$ cat config.mk
export PLATFORM = sky130hd
export DESIGN_NAME = clk_prescaler
export DESIGN_NICKNAME = d
export VERILOG_FILES = /design/src/rtl/clk_prescaler_pkg.sv /design/src/rtl/unlock_ctrl.sv /design/src/rtl/div_counter.sv /design/src/rtl/clk_prescaler.sv
export SDC_FILE = /design/constraint.sdc
export NUM_CORES = 1
export LEC_CHECK = 0
export BUFFER_PORTS_ARGS = -buffer_cell sky130_fd_sc_hd__clkbuf_2
export CORE_MARGIN = 2
export CORE_UTILIZATION = 60
export CTS_CLUSTER_SIZE = 30
export DETAILED_ROUTE_END_ITERATION = 8
export GPL_TIMING_DRIVEN = 1
export PLACE_DENSITY_LB_ADDON = 0.3
export SLEW_MARGIN = 20
export SYNTH_ARGS = -nofsm -noshare
export SYNTH_HDL_FRONTEND = slang
export SYNTH_SLANG_ARGS = --single-unit
$ cat constraint.sdc
create_clock -name clk -period 4.9 [get_ports clk]
set_clock_uncertainty 0.2 [all_clocks]
set_input_delay 0.98 -clock clk [delete_from_list [all_inputs] [get_ports clk]]
set_output_delay 0.98 -clock clk [all_outputs]
set_load 0.02 [all_outputs]
$ cat src/rtl/clk_prescaler_pkg.sv
package clk_prescaler_pkg;
  localparam int CODE_W = 4;

  typedef struct packed {
    logic              valid;
    logic [CODE_W-1:0] code;
  } ratio_req_t;
endpackage

$ cat src/rtl/unlock_ctrl.sv
module unlock_ctrl
  import clk_prescaler_pkg::*;
#(
  parameter int DATA_W   = 8,
  parameter int MAX_CODE = 8,
  parameter int WINDOW   = 4
) (
  input  logic              clk,
  input  logic              rst,
  input  logic              wr_en,
  input  logic [DATA_W-1:0] wr_data,
  output logic [DATA_W-1:0] rd_data,
  output ratio_req_t        req
);
  localparam int WIN_W   = $clog2(WINDOW + 1);
  localparam int KEY_BIT = DATA_W - 1;
  localparam int PAD_W   = DATA_W - 1 - CODE_W;

  logic [WIN_W-1:0]  win_cnt;
  logic [CODE_W-1:0] code_q;
  logic              win_open;
  logic              unlock_hit;
  logic              second_hit;
  logic              code_ok;

  assign win_open   = (win_cnt != '0);
  assign unlock_hit = wr_en && wr_data[KEY_BIT] && (wr_data[KEY_BIT-1:0] == '0);
  assign second_hit = wr_en && !wr_data[KEY_BIT] && win_open;
  assign code_ok    = (int'(wr_data[CODE_W-1:0]) <= MAX_CODE);

  always_ff @(posedge clk) begin
    if (rst) begin
      win_cnt   <= '0;
      code_q    <= '0;
      req.valid <= 1'b0;
      req.code  <= '0;
    end else begin
      req.valid <= 1'b0;
      if (unlock_hit) begin
        win_cnt <= WIN_W'(WINDOW);
      end else if (second_hit) begin
        win_cnt <= '0;
        if (code_ok) begin
          code_q    <= wr_data[CODE_W-1:0];
          req.valid <= 1'b1;
          req.code  <= wr_data[CODE_W-1:0];
        end
      end else if (win_open) begin
        win_cnt <= win_cnt - WIN_W'(1);
      end
    end
  end

  assign rd_data = {win_open, {PAD_W{1'b0}}, code_q};

  // the exact key value opens the window on the next cycle
  a_r3_key_opens: assert property (@(posedge clk) disable iff (rst)
    (wr_en && wr_data == {1'b1, {(DATA_W-1){1'b0}}}) |=> win_open);

  // with the window closed the stored code cannot move
  a_r7_closed_holds: assert property (@(posedge clk) disable iff (rst)
    !win_open |=> $stable(code_q));

  // a reserved code keeps the setting and shuts the window
  a_r8_reserved_kept: assert property (@(posedge clk) disable iff (rst)
    (win_open && wr_en && !wr_data[KEY_BIT] && int'(wr_data[CODE_W-1:0]) > MAX_CODE)
      |=> ($stable(code_q) && !win_open));

  // a request is a one-cycle event
  a_r5_req_single: assert property (@(posedge clk) disable iff (rst)
    req.valid |=> !req.valid);
endmodule

$ cat src/rtl/div_counter.sv
module div_counter
  import clk_prescaler_pkg::*;
#(
  parameter int MAX_CODE = 8
) (
  input  logic       clk,
  input  logic       rst,
  input  ratio_req_t req,
  output logic       clk_en
);
  localparam int CNT_W = (MAX_CODE > 0) ? MAX_CODE : 1;

  logic [CNT_W-1:0]  cnt;
  logic [CNT_W-1:0]  lim;
  logic [CODE_W-1:0] cur_code;
  logic [CODE_W-1:0] pend_code;
  logic              pend_valid;
  logic              tick_now;

  // period limit as a thermometer of the applied code
  for (genvar gi = 0; gi < CNT_W; gi++) begin : g_lim
    assign lim[gi] = (int'(cur_code) > gi);
  end

  assign tick_now = (cnt == lim);

  always_ff @(posedge clk) begin
    if (rst) begin
      cnt        <= '0;
      cur_code   <= '0;
      pend_code  <= '0;
      pend_valid <= 1'b0;
      clk_en     <= 1'b0;
    end else begin
      clk_en <= tick_now;
      if (tick_now) cnt <= '0;
      else          cnt <= cnt + CNT_W'(1);
      if (tick_now && pend_valid) cur_code <= pend_code;
      if (req.valid) begin
        pend_valid <= 1'b1;
        pend_code  <= req.code;
      end else if (tick_now) begin
        pend_valid <= 1'b0;
      end
    end
  end

  // the ratio changes only on a period boundary
  a_r10_switch_on_boundary: assert property (@(posedge clk) disable iff (rst)
    !tick_now |=> $stable(cur_code));

  // pulses are isolated when dividing
  a_r2_pulse_width: assert property (@(posedge clk) disable iff (rst)
    (clk_en && cur_code != '0) |=> !clk_en);

  // a fresh period starts at zero after each pulse
  a_r9_restart_after_tick: assert property (@(posedge clk) disable iff (rst)
    tick_now |=> (cnt == '0));
endmodule

$ cat src/rtl/clk_prescaler.sv
module clk_prescaler
  import clk_prescaler_pkg::*;
#(
  parameter int DATA_W   = 8,
  parameter int MAX_CODE = 8,
  parameter int WINDOW   = 4
) (
  input  logic              clk,
  input  logic              rst,
  input  logic              wr_en,
  input  logic [DATA_W-1:0] wr_data,
  output logic [DATA_W-1:0] rd_data,
  output logic              clk_en
);
  ratio_req_t req;

  unlock_ctrl #(
    .DATA_W  (DATA_W),
    .MAX_CODE(MAX_CODE),
    .WINDOW  (WINDOW)
  ) u_unlock (
    .clk    (clk),
    .rst    (rst),
    .wr_en  (wr_en),
    .wr_data(wr_data),
    .rd_data(rd_data),
    .req    (req)
  );

  div_counter #(
    .MAX_CODE(MAX_CODE)
  ) u_div (
    .clk   (clk),
    .rst   (rst),
    .req   (req),
    .clk_en(clk_en)
  );

  // padding bits of the read value stay zero
  a_r11_pad_zero: assert property (@(posedge clk) disable iff (rst)
    rd_data[DATA_W-2:CODE_W] == '0);
endmodule

==> impl_metrics.json <==
{
  "grt_max_degree": 16,
  "synth_area_per_cell_sq_um": 9.42,
  "synth_area_leaders": "dfxtp_1 (37%), mux2i_1 (7.1%), nor2_1 (7.0%)",
  "max_freq_mhz": 406,
  "clkTransAtPathRegs_ps": 130,
  "dr.pass1.iters": 4,
  "synth_common_cells": "dfxtp_1 (26), nor2_1 (26), nand2_1 (13)",
  "multi_input_area_sq_um": 761,
  "pin_count": 20,
  "avgViaCountPerCell": 5.52,
  "worstSetupEndpointType": "primary output",
  "coreArea_sq_um": 2210,
  "yosysSeqAreaShare": 0.371,
  "cts.sinks": 26,
  "hold_viol_final": 0,
  "cts_made_buffers": 3,
  "pwr_density_cell_nw_per_um2": 311,
  "die_x_um": 52.4,
  "ys_types": 42,
  "drv_slew": 0,
  "dr_total_vias": 1022,
  "route.detailed.drc": 0,
  "gp_congestion": 0.952,
  "post-route-period-util": 0.503,
  "yosysTopAreaCell": "dfxtp_1",
  "hpwl_um": 1900,
  "dieHeight_um": 52.4,
  "setup_viol": 0,
  "worstHoldPathType": "flop to flop",
  "criticalPathCategory": "flop to primary output",
  "nNetsFinal": 172,
  "r2r_slack_ps": 2490,
  "syn2layout_area_growth_pct": 3.12,
  "cts_setup_buffers": 0,
  "rr_endpoint": "u_div.cur_code[2]",
  "hold_path_end": "u_div.cur_code[3]",
  "r2r_start": "u_div.cur_code[2]",
  "fin_util": 0.654,
  "fin_crit_ps": 2470,
  "syn_area_sq_um": 1400,
  "cts_resized": 0,
  "die_area_sq_um": 2740,
  "regArea_sq_um": 520,
  "async_flop_share": 0,
  "clk_path_buf_depth": 2,
  "clkLatencyLatePin_ps": 310,
  "crit_fanout": 5,
  "post_drt_wl_per_cell_um": 13.0,
  "grt_use_total": 0.204,
  "rows": 17,
  "yosysWarnings": 0,
  "placed_area_sq_um": 1410,
  "final_area_sq_um": 1450,
  "worst_slack_ps": 2430,
  "grt_pass1_wl_um": 4120,
  "grt_pass1_vias": 954,
  "peakVddDrop_v": 0.000250,
  "rsz0062_at_grt": "false",
  "netlist.area_leader.share": 0.371,
  "cts_hold_buf": 0,
  "required_ps": 3720,
  "status": "finished, final reports clean",
  "leakage_nw": 0.567,
  "worstPathArrival_ps": 1290,
  "antenna_found_initial": 0,
  "hold_depth": 2,
  "layout-drive-gt1-share": 0.217,
  "num-fill-cells": 194,
  "reg2reg_depth": 5,
  "start_util": 0.635,
  "portBuffers": 16,
  "first_iter_violations": 23,
  "grt_overflow_total": 0,
  "startpoint": "u_unlock.win_cnt[0]",
  "drt-total-wl_um": 2410,
  "synth-edff-count": 0,
  "dpl_worst_slack_ps": 2520,
  "syn-instance-count": 149,
  "cts_tree": "yes",
  "start_kind": "flop",
  "setup_tns_ps": 0,
  "h-tree-depth": 1,
  "p_total_mw": 0.450,
  "n_antenna_cell": 0,
  "hp-start": "u_div.pend_code[3]",
  "ys_seq_elements": 26,
  "drv_cap": 0,
  "ys.flop_type": "dfxtp_1",
  "tightest_slew_ps": 665,
  "relSlewSlack": 0.556,
  "antenna_left": 0,
  "root_buffer": "clkbuf_4"
}
-- logic make-up after synthesis --
group	after synthesis	synth area share
xor gates and xnor gates	8	0.0499
buffers and inverters	18	0.0927
and+or+nand+nor	65	0.244
other	1	0.00267
adders and majority gates	4	0.0348
muxes	12	0.0873
AOI/OAI and AO/OA	15	0.118
DFF	26	0.371
-- flip-flops by register name, summed over array words and instances, names as in the netlist --
| signal | count |
|---|---|
| u_div.clk_en | 1 |
| u_div.cnt | 8 |
| u_div.cur_code | 4 |
| u_div.pend_code | 4 |
| u_div.pend_valid | 1 |
| u_unlock.req | 5 |
| u_unlock.win_cnt | 3 |
-- report_power, final --
group | internal (mW) | switching (mW)
sequential | 0.224 | 0.00554
combinational | 0.0506 | 0.0628
clock | 0.0454 | 0.0612
-- per-layer routing --
layer / share of wire / up-vias / track usage
met4: 0.0071 / 0 / 0.0769
met5: 0 / - / 0
met2: 0.52 / 21 / 0.360
met1: 0.44 / 482 / 0.246
li1: - / 517 / -
met3: 0.035 / 2 / 0.0343
-- placed cells by master, fill, tap and decap left out, types with 2 or more instances in the layout --
cell type	instances
nor2_1	26
dfxtp_1	26
clkbuf_2	16
nand2_1	13
mux2i_1	10
xnor2_1	7
nand2b_1	5
nand3_1	5
inv_1	4
nor2b_1	3
ha_1	3
conb_1	3
clkbuf_4	3
nor3_1	2
or4_4	2
a22oi_1	2
mux2_2	2
and3_1	2
-- critical path, stage by stage (launching register included) --
cell and delay, ps:
dfxtp_1 330, inv_1 60, ha_1 210, nand2b_1 160
clkbuf_2 200
-- layout make-up --
cell class	count	area share
multi-input combinational	107	0.525
sequential	26	0.360
timing repair buffer	16	0.0553
clock buffer	4	0.0251
tap	28	0.0242
inverter	4	0.0104
-- per-stage QoR --
stage,hold slack (ps),std cells
final,287,185
after global routing,315,185
after CTS,290,185
after detailed placement,268,181
after global placement,251,181
after floorplan,237,151
-- worst max path at each step --
stage / endpoint / slack [ps] / cells past startpoint
CTS: rd_data[7] / 2430 / 4
detailed placement: u_div.cur_code[0] / 2520 / 5
global route: rd_data[7] / 2330 / 4
finish: rd_data[7] / 2430 / 4
floorplan: u_div.cnt[1] / 2670 / 6
global placement: u_unlock.win_cnt[2] / 2600 / 5
Note: power is estimated with default switching activity, not from simulation.
